## src/rtl/sbLockPkg.sv

```systemverilog
package sbLockPkg;
  localparam int REG_W = 32;
  localparam int ULK_LSB = 1;
  localparam int ULK_W = 3;
  localparam int LCK_LSB = 4;
  localparam int LCK_W = 4;

  localparam logic [ULK_W-1:0] ULK_STEP1 = 3'b001;
  localparam logic [ULK_W-1:0] ULK_STEP2 = 3'b011;
  localparam logic [ULK_W-1:0] ULK_STEP3 = 3'b111;
  localparam logic [LCK_W-1:0] LCK_KEY = 4'b1001;

  typedef enum logic [1:0] {
    SEQ_IDLE  = 2'd0,
    SEQ_STEP1 = 2'd1,
    SEQ_STEP2 = 2'd2
  } seqState_t;

  typedef struct packed {
    logic setUnlock;
    logic setLock;
  } flagCmd_t;
endpackage

```

## src/rtl/sbLockCtrl.sv

```systemverilog
module sbLockCtrl
  import sbLockPkg::*;
(
  input  logic             clk,
  input  logic             rstN,
  input  logic             wrHit,
  input  logic [ULK_W-1:0] ulkField,
  input  logic [LCK_W-1:0] lckField,
  output flagCmd_t         cmd
);
  seqState_t seqQ, seqD;
  logic lckZero, ulkZero;
  logic lockValid;

  assign lckZero   = (lckField == '0);
  assign ulkZero   = (ulkField == '0);
  assign lockValid = wrHit && (lckField == LCK_KEY) && ulkZero;

  always_comb begin
    seqD = seqQ;
    cmd  = '0;
    if (wrHit) begin
      seqD = SEQ_IDLE;
      if (lockValid) begin
        cmd.setLock = 1'b1;
      end else if (lckZero) begin
        unique case (seqQ)
          SEQ_STEP1: begin
            if (ulkField == ULK_STEP2) seqD = SEQ_STEP2;
            else if (ulkField == ULK_STEP1) seqD = SEQ_STEP1;
          end
          SEQ_STEP2: begin
            if (ulkField == ULK_STEP3) cmd.setUnlock = 1'b1;
            else if (ulkField == ULK_STEP1) seqD = SEQ_STEP1;
          end
          default: begin
            if (ulkField == ULK_STEP1) seqD = SEQ_STEP1;
          end
        endcase
      end
    end
  end

  always_ff @(posedge clk or negedge rstN) begin
    if (!rstN) seqQ <= SEQ_IDLE;
    else       seqQ <= seqD;
  end
endmodule

```

## src/rtl/sbLockData.sv

```systemverilog
module sbLockData
  import sbLockPkg::*;
#(
  parameter int MEM_AW = 8,
  parameter int MEM_DW = 32
) (
  input  logic              clk,
  input  logic              rstN,
  input  flagCmd_t          cmd,
  output logic              flagQ,
  output logic [REG_W-1:0]  rdView,
  input  logic              memWeIn,
  input  logic              memReIn,
  input  logic [MEM_AW-1:0] memAddrIn,
  input  logic [MEM_DW-1:0] memWdataIn,
  output logic              memWeOut,
  output logic              memReOut,
  output logic [MEM_AW-1:0] memAddrOut,
  output logic [MEM_DW-1:0] memWdataOut
);
  always_ff @(posedge clk or negedge rstN) begin
    if (!rstN)              flagQ <= 1'b0;
    else if (cmd.setLock)   flagQ <= 1'b0;
    else if (cmd.setUnlock) flagQ <= 1'b1;
  end

  assign rdView      = {{(REG_W-1){1'b0}}, flagQ};
  assign memWeOut    = memWeIn & flagQ;
  assign memReOut    = memReIn;
  assign memAddrOut  = memAddrIn;
  assign memWdataOut = memWdataIn;
endmodule

```

## src/rtl/sbLockCtl.sv

```systemverilog
module sbLockCtl
  import sbLockPkg::*;
#(
  parameter int ADDR_W   = 8,
  parameter logic [ADDR_W-1:0] REG_ADDR = 8'hE0,
  parameter int MEM_AW   = 8,
  parameter int MEM_DW   = 32
) (
  input  logic              clk,
  input  logic              rstN,
  input  logic [ADDR_W-1:0] regAddr,
  input  logic              regWe,
  input  logic              regRe,
  input  logic [REG_W-1:0]  regWdata,
  output logic [REG_W-1:0]  regRdata,
  output logic              unlocked,
  input  logic              memWeIn,
  input  logic              memReIn,
  input  logic [MEM_AW-1:0] memAddrIn,
  input  logic [MEM_DW-1:0] memWdataIn,
  output logic              memWeOut,
  output logic              memReOut,
  output logic [MEM_AW-1:0] memAddrOut,
  output logic [MEM_DW-1:0] memWdataOut
);
  logic sel, wrHit;
  flagCmd_t cmd;
  logic [REG_W-1:0] rdView;
  logic flagQ;

  assign sel   = (regAddr == REG_ADDR);
  assign wrHit = sel && regWe;

  sbLockCtrl uCtrl (
    .clk      (clk),
    .rstN     (rstN),
    .wrHit    (wrHit),
    .ulkField (regWdata[ULK_LSB +: ULK_W]),
    .lckField (regWdata[LCK_LSB +: LCK_W]),
    .cmd      (cmd)
  );

  sbLockData #(.MEM_AW(MEM_AW), .MEM_DW(MEM_DW)) uData (
    .clk         (clk),
    .rstN        (rstN),
    .cmd         (cmd),
    .flagQ       (flagQ),
    .rdView      (rdView),
    .memWeIn     (memWeIn),
    .memReIn     (memReIn),
    .memAddrIn   (memAddrIn),
    .memWdataIn  (memWdataIn),
    .memWeOut    (memWeOut),
    .memReOut    (memReOut),
    .memAddrOut  (memAddrOut),
    .memWdataOut (memWdataOut)
  );

  assign regRdata = (sel && regRe) ? rdView : '0;
  assign unlocked = flagQ;
endmodule

```

## config.mk

```make
export PLATFORM = sky130hd
export DESIGN_NAME = sbLockCtl
export DESIGN_NICKNAME = d
export VERILOG_FILES = /design/src/rtl/sbLockPkg.sv /design/src/rtl/sbLockCtrl.sv /design/src/rtl/sbLockData.sv /design/src/rtl/sbLockCtl.sv
export SDC_FILE = /design/constraint.sdc
export NUM_CORES = 1
export LEC_CHECK = 0
export ABC_CLOCK_PERIOD_IN_PS = 1800
export BUFFER_PORTS_ARGS = -buffer_cell sky130_fd_sc_hd__buf_2
export CAP_MARGIN = 20
export CORE_AREA = 3 3 62 64
export CTS_CLUSTER_DIAMETER = 50
export CTS_CLUSTER_SIZE = 30
export DETAILED_ROUTE_END_ITERATION = 12
export DIE_AREA = 0 0 65 67
export MAX_ROUTING_LAYER = met4
export PLACE_DENSITY_LB_ADDON = 0.08
export REMOVE_ABC_BUFFERS = 1
export SYNTH_ARGS = -nofsm -noshare
export SYNTH_HDL_FRONTEND = slang
export SYNTH_SLANG_ARGS = --single-unit
```

## constraint.sdc

```tcl
create_clock -name clk -period 1.8 [get_ports clk]
set_clock_uncertainty 0.05 [all_clocks]
set_input_delay 0.18 -clock clk [delete_from_list [all_inputs] [get_ports clk]]
set_output_delay 0.18 -clock clk [all_outputs]
set_load 0.01 [all_outputs]
```

==> metrics.md <==
| Metric | Value |
|---|---|
| Grt ovf | `0` |
| Syn avg cell area | `7.77 um2` |
| Wire length of the first global-routing pass | `3240 um` |
| Final HPWL DP | `2480 um` |
| RSZ-0062 raised after global routing | `false` |
| Area growth syn-to-layout | `-28.5%` |
| Final antenna-violating net count | `0` |
| Worst skew pair latency | `0.23 ns` |
| H-tree levels | `1` |
| # DRC | `0` |
| Multi-input gate area in the final layout | `270 um2` |
| Routed WL | `2720 um` |
| FF+latch area | `75.1 um2` |
| Pwr per Cell Area | `479 mW/mm2` |
| Max Slew Vio Count | `0` |
| Top Family by Delay on Critical Path | `simple AND/OR/NAND/NOR gates` |
| PnR Total Power | `0.269 mW` |
| Diode count | `0` |
| Met2 GRT Util | `0.163` |
| Root Buffer | `clkbuf_4` |
| Largest net degree at the start of global routing | `7` |
| Worst path bufs/invs | `2` |
| Std cell rows | `21` |
| #FFs+latches synth | `3` |
| Setup crit end kind | `output pin` |
| DIE WIDTH | `65 um` |
| Outcome | `finished clean` |
| Post-cts hold buffer count | `1` |
| Type of the worst min-delay path | `input port to flop` |
| Slowest-stage cell, CP | `or4_4` |
| Internal Power | `0.180 mW` |
| Vias | `474` |
| Sequential area share after synthesis | `0.0957` |
| Placeable core area | `0.00334 mm2` |
| Net load switching power | `0.0891 mW` |
| Die height | `67 um` |
| Max cap viols | `0` |
| Slowest stage delay, CP | `0.55 ns` |
| Static leakage | `0.318 nW` |
| CTS resizes | `0` |
| CTS clk-pin slew, worst paths | `0.03 ns` |
| Clock power share | `0.438` |
| Number of I/O pins | `161` |
| Maximum vdd drop | `0.191 mV` |
| Clk buf depth | `2` |
| Synth unique cells | `18` |
| Die ar. | `0.00436 mm2` |
| Crit-path most repeated cell | `buf_2` |
| Crit path cell chain | `buf_2 -> or4_4 -> nor3_1 -> buf_2` |
| Port Buffers | `22` |
| Final min period | `1.42 ns` |
| Total setup buffers inserted after CTS | `0` |
| Core Util, Final | `0.168` |
| Wire per inst | `20.6 um` |
| FILL cells | `401` |
| Global routing usage on met3 | `0.140` |
| Setup TNS | `0 ns` |
| Antenna violations before repair | `0` |
| Switch share | `0.332` |
| Peak Freq | `703 MHz` |
| Combinational share of power | `0.289` |
| GRT busiest layer | `met2` |
| Met1 GRT Util | `0.114` |
| Vias per cell | `3.59` |
| Total CTS buffers | `3` |
| Critical Path RT | `1.57 ns` |
| Pre-CTS setup slack | `0.177 ns` |
| Layout cells sized above 1 | `0.314` |
| DRT iter0 DRCs | `7` |
| Initial core utilization | `0.235` |
| GRT Util Overall | `0.120` |
| Clock Sinks | `3` |
| Final nets | `175` |
| Drt pass-1 iters | `3` |
| Critical path arrival | `1.19 ns` |
| CP Max Fanout | `2` |
| CTS tree | `yes` |
| Flop pwr share | `0.274` |
| Placer Congestion | `0.724` |
| Number of global-route vias before repair | `434` |
| CP Launch Type | `input port` |
| Post-Syn Instances | `101` |
| Fin. Hold Viols | `0` |
| Crit Path Class | `input port to output pin` |
| Syn. warnings | `0` |
| Final setup margin | `0.378 ns` |
| Final period utilization | `0.790` |
| Mapped Area | `785 um2` |
| Final setup fails | `0` |
worst min-delay path: stages:
cell	delay (ns)
buf_2	0.10
nand4_1	0.08
o21ai_0	0.07
per-layer routing:
metal | vias to the layer above | part of all wire
met3 | 0 | 0.28
met1 | 196 | 0.31
met2 | 86 | 0.42
met5 | - | 0
li1 | 192 | -
met4 | 0 | 0
placed cells by master, fill, tap and decap left out, drive strengths merged, types with 2 or more instances in the layout:
cell type,count
nor2,2
buf,22
o21ai,2
nand2,2
ha,2
nor3,4
dfrtp,3
nor4,2
clkbuf,4
nand4,2
inv,3
conb,31
logic make-up (layout without fill, tap and decap cells):
family / Yosys count / in the layout / synth area share
AND/OR/NAND/NOR: 16 / 16 / 0.132
flip-flops: 3 / 3 / 0.0957
AO/OA/AOI/OAI: 4 / 4 / 0.0319
adder cells (fa/ha/maj): 2 / 2 / 0.0319
other: 1 / 31 / 0.00478
buffers and inverters: 75 / 30 / 0.703
power by group through the flow:
| stage | sequential (mW) | combinational [mW] | clock (mW) |
|---|---|---|---|
| 2_1_floorplan | 0.0739 | 0.0458 | 0 |
| 6_report | 0.0735 | 0.0776 | 0.118 |
| 4_1_cts | 0.0736 | 0.0765 | 0.125 |
| 3_3_place_gp | 0.0747 | 0.0736 | 0 |
| 5_1_grt | 0.0742 | 0.0900 | 0.127 |
| 3_5_place_dp | 0.0743 | 0.0745 | 0 |
synthesized netlist by cell type (all sizes together):
master | count | area share
nand2 | 2 | 0.0096
ha | 2 | 0.032
and3 | 1 | 0.0080
buf | 72 | 0.69
and2 | 1 | 0.0080
nor2 | 2 | 0.0096
inv | 3 | 0.014
o21ai | 2 | 0.013
conb | 1 | 0.0048
nor4 | 2 | 0.016
nand4b | 1 | 0.011
a41oi | 1 | 0.011
or4 | 1 | 0.014
dfrtp | 3 | 0.096
nor3 | 4 | 0.040
nand4 | 2 | 0.016
a31oi | 1 | 0.0080
final cells by class:
cell class	instances	area share
tap	46	0.103
sequential	3	0.134
multi-input combinational	53	0.482
clock buffer	4	0.0469
inverter	3	0.0201
timing repair buffer	23	0.214
stage by stage:
step | area, um2 | std cells | hold WS [ns]
finish | 561 | 132 | 0.192
global route | 561 | 132 | 0.244
CTS | 561 | 132 | 0.185
detailed placement | 524 | 127 | -0.0678
global placement | 524 | 127 | -0.0661
floorplan | 357 | 59 | -0.166
sequential cells by signal, summed over array words and instances, names as in the netlist:
register,cells
uData.flagQ,1
uCtrl.seqQ,2
final timing paths:
path / startpoint / end / slack [ns] / cells after the start
worst max-delay path: regAddr[3] / regRdata[0] / 0.38 / 4
min in group asynchronous: rstN / uCtrl.seqQ[1] / 0.23 / 2
max in group asynchronous: rstN / uCtrl.seqQ[0] / 1.36 / 2
worst max register to register: uCtrl.seqQ[0] / uCtrl.seqQ[0] / 0.49 / 6
worst min register to register: uCtrl.seqQ[0] / uCtrl.seqQ[0] / 0.52 / 2
worst min-delay path: regWdata[1] / uCtrl.seqQ[0] / 0.19 / 3
Power figures use the tool's default switching activity.
